$ cat src/rtl/vh_pkg.sv
package vh_pkg;
    typedef enum logic {
        S_VIEW = 1'b0,
        S_HOLD = 1'b1
    } vh_state_t;
endpackage

$ cat src/rtl/vh_view_timer.sv
module vh_view_timer #(
    parameter int unsigned VIEW_TICKS = 1000
) (
    input  logic clk_i,
    input  logic rst_i,
    input  logic load_i,
    input  logic dec_i,
    output logic last_o
);
    localparam int unsigned W = $clog2(VIEW_TICKS + 1);
    localparam logic [W-1:0] LOAD_V = W'(VIEW_TICKS);
    localparam logic [W-1:0] ONE_V  = W'(1);

    logic [W-1:0] cnt_q;

    always_ff @(posedge clk_i) begin
        if (rst_i || load_i)
            cnt_q <= LOAD_V;
        else if (dec_i && cnt_q != '0)
            cnt_q <= cnt_q - ONE_V;
    end

    assign last_o = (cnt_q == ONE_V);
endmodule

$ cat src/rtl/vh_hold_osc.sv
module vh_hold_osc #(
    parameter int unsigned HOLD_PERIOD = 1000,
    parameter int unsigned HOLD_HIGH   = 123
) (
    input  logic clk_i,
    input  logic rst_i,
    input  logic clear_i,
    input  logic adv_i,
    output logic high_o
);
    localparam int unsigned W = $clog2(HOLD_PERIOD);
    localparam logic [W-1:0] LAST_V = W'(HOLD_PERIOD - 1);
    localparam logic [W-1:0] HIGH_V = W'(HOLD_HIGH);
    localparam logic [W-1:0] ONE_V  = W'(1);

    logic [W-1:0] phase_q;

    always_ff @(posedge clk_i) begin
        if (rst_i || clear_i)
            phase_q <= '0;
        else if (adv_i)
            phase_q <= (phase_q == LAST_V) ? '0 : phase_q + ONE_V;
    end

    assign high_o = (phase_q < HIGH_V);
endmodule

$ cat src/rtl/vh_hold_watch.sv
module vh_hold_watch #(
    parameter int unsigned ERASE_TICKS = 18000
) (
    input  logic clk_i,
    input  logic rst_i,
    input  logic clear_i,
    input  logic adv_i,
    output logic fire_o
);
    localparam int unsigned W = $clog2(ERASE_TICKS + 1);
    localparam logic [W-1:0] LAST_V = W'(ERASE_TICKS - 1);
    localparam logic [W-1:0] ONE_V  = W'(1);

    logic [W-1:0] cnt_q;

    assign fire_o = adv_i && (cnt_q == LAST_V);

    always_ff @(posedge clk_i) begin
        if (rst_i || clear_i || fire_o)
            cnt_q <= '0;
        else if (adv_i)
            cnt_q <= cnt_q + ONE_V;
    end
endmodule

$ cat src/rtl/vh_view_ctrl.sv
module vh_view_ctrl
    import vh_pkg::*;
#(
    parameter int unsigned VIEW_TICKS  = 1000,
    parameter int unsigned HOLD_PERIOD = 1000,
    parameter int unsigned HOLD_HIGH   = 123,
    parameter int unsigned ERASE_TICKS = 18000
) (
    input  logic clk_i,
    input  logic rst_i,
    input  logic tick_i,
    input  logic shift_evt_i,
    input  logic write_evt_i,
    input  logic copy_busy_i,
    output logic view_o,
    output logic erase_req_o
);
    vh_state_t state_q, state_d;
    logic act, timer_last, osc_high, watch_fire, erase_q;
    logic in_view, in_hold;

    assign act     = shift_evt_i | write_evt_i;
    assign in_view = (state_q == S_VIEW);
    assign in_hold = (state_q == S_HOLD);

    vh_view_timer #(.VIEW_TICKS(VIEW_TICKS)) u_timer (
        .clk_i  (clk_i),
        .rst_i  (rst_i),
        .load_i (act),
        .dec_i  (in_view && tick_i),
        .last_o (timer_last)
    );

    vh_hold_osc #(.HOLD_PERIOD(HOLD_PERIOD), .HOLD_HIGH(HOLD_HIGH)) u_osc (
        .clk_i   (clk_i),
        .rst_i   (rst_i),
        .clear_i (act || in_view),
        .adv_i   (in_hold && tick_i),
        .high_o  (osc_high)
    );

    vh_hold_watch #(.ERASE_TICKS(ERASE_TICKS)) u_watch (
        .clk_i   (clk_i),
        .rst_i   (rst_i),
        .clear_i (act || in_view),
        .adv_i   (in_hold && tick_i && !copy_busy_i && !act),
        .fire_o  (watch_fire)
    );

    // next-state: RELOAD / WAKE on activity, EXPIRE on the last view tick
    always_comb begin
        state_d = state_q;
        unique case (state_q)
            S_VIEW: if (!act && tick_i && timer_last) state_d = S_HOLD;
            S_HOLD: if (act) state_d = S_VIEW;
            default: state_d = S_VIEW;
        endcase
    end

    always_ff @(posedge clk_i) begin
        if (rst_i) begin
            state_q <= S_VIEW;
            erase_q <= 1'b0;
        end else begin
            state_q <= state_d;
            erase_q <= watch_fire;
        end
    end

    always_comb begin
        view_o      = 1'b1;
        erase_req_o = erase_q;
        unique case (state_q)
            S_VIEW: view_o = 1'b1;
            S_HOLD: view_o = copy_busy_i | osc_high;
            default: view_o = 1'b1;
        endcase
    end
endmodule

$ cat config.mk
export PLATFORM = sky130hd
export DESIGN_NAME = vh_view_ctrl
export DESIGN_NICKNAME = d
export VERILOG_FILES = /design/src/rtl/vh_pkg.sv /design/src/rtl/vh_view_timer.sv /design/src/rtl/vh_hold_osc.sv /design/src/rtl/vh_hold_watch.sv /design/src/rtl/vh_view_ctrl.sv
export SDC_FILE = /design/constraint.sdc
export NUM_CORES = 1
export LEC_CHECK = 0
export CAP_MARGIN = 30
export CORE_ASPECT_RATIO = 0.8
export CORE_UTILIZATION = 40
export CTS_CLUSTER_DIAMETER = 30
export CTS_CLUSTER_SIZE = 30
export DETAILED_ROUTE_END_ITERATION = 10
export PLACE_DENSITY_LB_ADDON = 0.12
export REMOVE_ABC_BUFFERS = 1
export SYNTH_ARGS = -nofsm -noshare
export SYNTH_HDL_FRONTEND = slang
export SYNTH_SLANG_ARGS = --single-unit
$ cat constraint.sdc
create_clock -name clk_i -period 1.6 [get_ports clk_i]
set_input_delay 0.16 -clock clk_i [delete_from_list [all_inputs] [get_ports clk_i]]
set_output_delay 0.16 -clock clk_i [all_outputs]
set_load 0.1 [all_outputs]
==> results.py, run 1 <==
metrics = {
    "global_route": {
        "grt_pass1_vias": 1512,
        "grt_overflow": 0,
        "antenna_found_initial": 0,
        "grt_use_total_pct": 18.3,
        "grt_start_max_net_pins": 14,
        "grt_pass1_wl_um": 7010,
    },
    "routing": {
        "drt-wirelength-per-cell_um": 13.8,
        "drc": 0,
        "vias_per_cell": 5.28,
        "routed_wl_um": 4300,
        "ant_nets": 0,
        "dr.pass1.iters": 4,
        "dr.first_iter.drc_count": 102,
        "vias": 1643,
    },
    "timing": {
        "period_needed_ps": 1560,
        "fin_ws_ps": 41.3,
        "holdWs_ps": 486,
        "fin_skew_ps": 5.82,
        "fmax_mhz": 642,
        "grt_setup_unrepaired": "true",
        "fin_crit_sh_pct": 97.4,
        "worst_pin_slew_ps": 677,
        "setup_viol": 0,
        "drv_slew": 0,
        "relSlewSlack_pct": 54.5,
        "hold_viol_final": 0,
    },
    "synth": {
        "synth-edff-count": 0,
        "yosys-top-cells-count": "dfxtp_1 (37), nor2_1 (23), nand2_1 (15), xor2_1 (14), nand3_1 (11)",
        "ys_top_cells_by_area": "dfxtp_1 (40%), xor2_1 (6.7%), nor2_1 (4.7%)",
        "ys_seq_area_share_pct": 40.5,
        "ys_types": 43,
        "yosys_most_used_dff": "dfxtp_1",
        "syn_inst": 208,
        "yosysMostFrequentCell": "dfxtp_1",
        "synth-async-reset-ratio_pct": 0,
        "avgSynthCellArea_um2": 8.80,
        "synth.yosys.warnings": 0,
        "synth.top_cell.area_share_pct": 40.5,
        "netlist_area_um2": 1830,
        "ys_ff_latch": 37,
        "synth_top_area_cell": "dfxtp_1",
    },
    "pwr": {
        "p_seq_share_pct": 53.8,
        "p_int_mw": 1.36,
        "power_density_nw_per_um2": 698,
        "p_clk_share_pct": 40.9,
        "p_switching_uw": 356,
        "swShare_pct": 20.8,
        "p_comb_share_pct": 5.3,
        "leakage_nw": 0.882,
        "peakVddDrop_mv": 0.541,
    },
    "die": {
        "core_um2": 4280,
        "initial_utilization_pct": 42.7,
        "num_rows": 21,
        "dieArea_um2": 4850,
        "chipHeight_um": 62.5,
        "die-width_um": 77.6,
        "num_io_pins": 8,
    },
    "finish": {
        "fillCellCount": 378,
        "drive_gt1_share_pct": 31.1,
        "multiInputGateArea_um2": 1130,
        "antennaDiodeCount": 0,
        "ff_latch_area_um2": 763,
        "syn_to_final_growth_pct": 33.9,
        "nets": 263,
        "final_cells": 311,
    },
    "place": {
        "dp.cells": 295,
        "io_buffers": 7,
        "gp_congestion": 0.792,
        "place_ws_ps": -318,
        "hpwlAfterDp_um": 3080,
    },
    "setup_path": {
        "cp_cell_sequence": "or4_4 -> o31a_1 -> nor2_1 -> a211oi_2",
        "cp.arrival_ps": 1720,
        "required_ps": 1770,
        "cp_max_fo": 4,
        "slowest_stage": "or4_4",
        "endpoint_kind": "flip-flop",
        "critPathBufInv": 0,
        "crit_path_start_kind": "flip-flop",
        "crit_type": "flip-flop to flip-flop",
        "slowest_delay_ps": 580,
        "cp_top_family": "simple AND/OR/NAND/NOR gates",
        "rrSetupSlack_ps": 40,
    },
    "clock_tree": {
        "cts-htree-levels": 2,
        "clock-sinks": 37,
        "clockRootBuffer": "clkbuf_8",
        "clk_pin_slew_ps": 70,
        "ctsHoldBuffers": 0,
        "clock_path_buffers": 2,
        "cts_buffers": 5,
        "cts_tree": "done",
        "insertion_delay_ps": 280,
    },
    "status": {
        "status": "finished clean",
    },
    "hold_path": {
        "holdCritPathClass": "flip-flop to flip-flop",
    },
    "flow_run": {
        "drv_cap": 0,
    },
}
-- metrics by stage --
stage | util, % | power (mW) | setup TNS (ps) | cell area, µm²
3_5_place_dp | 51.0 | 1.03 | -5310 | 2190
5_1_grt | 57.2 | 1.79 | -81.6 | 2450
2_1_floorplan | - | 0.980 | -57.4 | 1800
4_1_cts | 54.0 | 1.73 | 0 | 2310
6_report | 57.2 | 1.71 | 0 | 2450
3_3_place_gp | 51.0 | 1.03 | -3820 | 2190
-- worst register-to-register path: cells and delay by family, from the launching register on --
kind | cells | cell delay, ps
AOI/OAI and AO/OA | 2 | 390
DFF | 1 | 320
and+or+nand+nor | 2 | 730
-- sequential cells by signal (all words and copies together), names as in the netlist --
name	cells
u_watch.cnt_q	15
u_osc.phase_q	10
u_timer.cnt_q	10
erase_req_o	1
in_hold	1
-- path summary, 6_finish.rpt --
| check | start | to | cells past startpoint |
|---|---|---|---|
| worst min-delay path | u_timer.cnt_q[4] | u_timer.cnt_q[4] | 2 |
| worst max-delay path | u_timer.cnt_q[6] | u_timer.cnt_q[1] | 4 |
| worst max register to register | u_timer.cnt_q[6] | u_timer.cnt_q[1] | 4 |
| worst min register to register | u_timer.cnt_q[4] | u_timer.cnt_q[4] | 2 |
-- metal layers --
| metal | vias to the layer above | wire length, µm | GRT usage [%] |
|---|---|---|---|
| met1 | 772 | 2170 | 25.7 |
| met2 | 19 | 1950 | 27.9 |
| met4 | 0 | 48 | 4.95 |
| met3 | 5 | 130 | 4.38 |
| li1 | 847 | - | - |
| met5 | - | 0 | 0 |
-- logic make-up (layout without fill, tap and decap cells) --
family,after synthesis,in the layout,share of synthesized area (%)
muxes,2,2,1.09
adders and majority gates,4,4,2.73
xor gates and xnor gates,21,21,10.0
buffers and inverters,12,57,2.73
and+or+nand+nor,103,103,32.7
AOI/OAI and AO/OA,29,30,10.2
DFF,37,37,40.5
-- layout by cell type (no fill, tap or decap), types with 2 or more instances in the layout --
master / n
nand3_1: 10
clkbuf_8: 7
nand4_1: 10
ha_2: 3
xnor2_1: 7
nor3_4: 2
o21ai_1: 2
dfxtp_4: 3
nor3_1: 6
and4_1: 6
nand2b_1: 2
clkdlybuf4s50_1: 4
nor2_1: 23
and2_1: 3
nand3b_1: 2
xor2_1: 14
buf_12: 2
o31ai_1: 2
a31oi_1: 2
a21oi_1: 9
nor3b_1: 2
o21ai_0: 7
a31o_4: 2
nand2_1: 15
dfxtp_1: 25
buf_4: 37
inv_1: 5
mux2i_1: 2
or3_1: 7
dfxtp_2: 9
-- timing repair --
action | in CTS | in global routing
cloned | 0 | 1
buffers inserted | 0 | 7
endpoints found under the setup margin | 12 | 19
pin swaps | 2 | 8
gates resized for setup | 11 | 21
-- final cells by class --
cell class	count	area share [%]
inverters	5	0.766
repair buffers	44	15.0
well taps	57	2.91
flip-flops and latches	37	31.1
multi-input cells	160	46.1
clock buffers	7	3.93
clock inverters	1	0.204
-- power by group through the flow --
stage	Clock, mW	Combinational (mW)	Sequential, mW
final	0.699	0.0907	0.921
after CTS	0.723	0.0837	0.922
after global placement	0	0.0824	0.947
after floorplan	0	0.0317	0.948
after global routing	0.772	0.0996	0.921
after detailed placement	0	0.0843	0.947
(Power assumes the default switching activity.)
==> run 2, diff against run 1 <==
SKIP_LAST_GASP = 1   (was unset)
==> run 2 against run 1 <==
Compared with the run above: worst setup slack improved by 2.5 ps; via count fell by 0.30%; sequential power barely moved; die area did not move; routed wire length fell by 0.28%.
==> results.py, run 2 (synthesis results as in run 1) <==
metrics = {
    "global_route": {
        "grt_use_total_pct": 18.3,
        "grt_overflow": 0,
        "antenna_found_initial": 0,
        "grt_start_max_net_pins": 14,
        "grt_pass1_wl_um": 7010,
        "grt_pass1_vias": 1512,
    },
    "place": {
        "hpwlAfterDp_um": 3080,
        "gp_congestion": 0.792,
        "placed_area_um2": 2190,
        "dp.cells": 295,
        "io_buffers": 7,
    },
    "die": {
        "core_um2": 4280,
        "num_io_pins": 8,
        "initial_utilization_pct": 42.7,
        "dieArea_um2": 4850,
        "num_rows": 21,
        "die-width_um": 77.6,
        "chipHeight_um": 62.5,
    },
    "timing": {
        "holdWs_ps": 486,
        "drv_slew": 0,
        "grt_setup_unrepaired": "true",
        "relSlewSlack_pct": 54.5,
        "hold_viol_final": 0,
        "fmax_mhz": 643,
        "fin_skew_ps": 5.97,
        "worst_pin_slew_ps": 677,
        "period_needed_ps": 1560,
        "setup_viol": 0,
        "fin_crit_sh_pct": 97.3,
    },
    "setup_path": {
        "crit_path_start_kind": "flip-flop",
        "crit_type": "flip-flop to primary output",
        "cp.arrival_ps": 1400,
        "cp_max_fo": 4,
        "required_ps": 1440,
        "endpoint_kind": "primary output",
    },
    "pwr": {
        "p_switching_uw": 355,
        "p_clk_share_pct": 40.9,
        "peakVddDrop_mv": 0.540,
        "p_comb_share_pct": 5.3,
        "swShare_pct": 20.7,
        "p_seq_share_pct": 53.9,
        "power_density_nw_per_um2": 699,
        "p_int_mw": 1.35,
        "leakage_nw": 0.883,
    },
    "finish": {
        "syn_to_final_growth_pct": 33.7,
        "nets": 263,
        "layout.cells.most_common": "buf_4",
        "fillCellCount": 379,
        "largest_reg_flops": 15,
        "drive_gt1_share_pct": 30.3,
        "final_cells": 311,
        "largestRegisters": "u_watch.cnt_q (15), u_osc.phase_q (10), u_timer.cnt_q (10)",
        "final_cell_mix": "buf_4 (37), dfxtp_1 (26), nor2_1 (23), nand2_1 (15), xor2_1 (14)",
        "top_register": "u_watch.cnt_q",
        "antennaDiodeCount": 0,
        "final_cell_area_um2": 2450,
    },
    "routing": {
        "dr.first_iter.drc_count": 93,
        "vias_per_cell": 5.27,
        "drt-wirelength-per-cell_um": 13.8,
        "ant_nets": 0,
        "drc": 0,
        "routed_wl_um": 4290,
        "dr.pass1.iters": 4,
        "vias": 1638,
    },
    "clock_tree": {
        "cts-htree-levels": 2,
        "insertion_delay_ps": 280,
        "clockRootBuffer": "clkbuf_8",
        "cts_tree": "done",
        "ctsHoldBuffers": 0,
        "clock_path_buffers": 2,
        "clock-sinks": 37,
        "clk_pin_slew_ps": 70,
        "cts_buffers": 5,
    },
    "hold_path": {
        "holdCritPathClass": "flip-flop to flip-flop",
    },
    "flow_run": {
        "drv_cap": 0,
    },
    "status": {
        "status": "finished clean",
    },
}
## run 2: layout make-up
class,count,area [µm²],area share [%]
Inverter,5,18.8,0.767
Timing Repair Buffer,44,367,15.0
Sequential cell,37,762,31.1
Clock inverter,1,5.00,0.204
Multi-Input combinational cell,160,1130,46.1
Tap cell,57,71.3,2.91
Clock buffer,7,96.3,3.94
## run 2: power groups by stage
stage	registers [mW]	clock network (mW)	logic [mW]
CTS	0.926	0.723	0.0837
finish	0.921	0.699	0.0901
global placement	0.947	0	0.0824
floorplan	0.948	0	0.0317
detailed placement	0.947	0	0.0843
global route	0.921	0.772	0.0984
## run 2: per-layer routing
layer	track usage [%]	wire length, µm	up-vias
met1	25.7	2180	768
met4	4.95	23	0
li1	-	-	845
met5	0	0	-
met3	4.38	133	2
met2	27.9	1960	23
## run 2: critical path: stages, from the launching register on
cell      delay [ps]
dfxtp_2          350
and4_4           250
o21ai_1           60
nand2_1           90
nand3b_1         150
buf_12           210
## run 2: stage by stage
| stage | setup WS, ps | utilization [%] | setup TNS, ps | power, mW |
|---|---|---|---|---|
| 6_report | 43.8 | 57.1 | 0 | 1.71 |
| 3_3_place_gp | -252 | 51.0 | -3820 | 1.03 |
| 4_1_cts | -6.39 | 53.8 | -6.39 | 1.73 |
| 3_5_place_dp | -318 | 51.0 | -5310 | 1.03 |
| 2_1_floorplan | -57.4 | - | -57.4 | 0.980 |
| 5_1_grt | -53.8 | 57.1 | -129 | 1.79 |
## run 2: timing repair
| item | CTS | global route |
|---|---|---|
| gates cloned | 0 | 1 |
| resized for setup | 8 | 22 |
| buffers inserted | 0 | 7 |
| endpoints found under the setup margin | 12 | 19 |
| pin swaps | 2 | 7 |
## run 2: final timing paths
| path | to | slack, ps | cells past startpoint | startpoint |
|---|---|---|---|---|
| setup / recovery | view_o | 40 | 5 | u_osc.phase_q[6] |
| hold / removal | u_timer.cnt_q[4] | 490 | 2 | u_timer.cnt_q[4] |
| setup reg to reg | u_timer.cnt_q[1] | 50 | 4 | u_timer.cnt_q[6] |
| hold reg to reg | u_timer.cnt_q[4] | 490 | 2 | u_timer.cnt_q[4] |
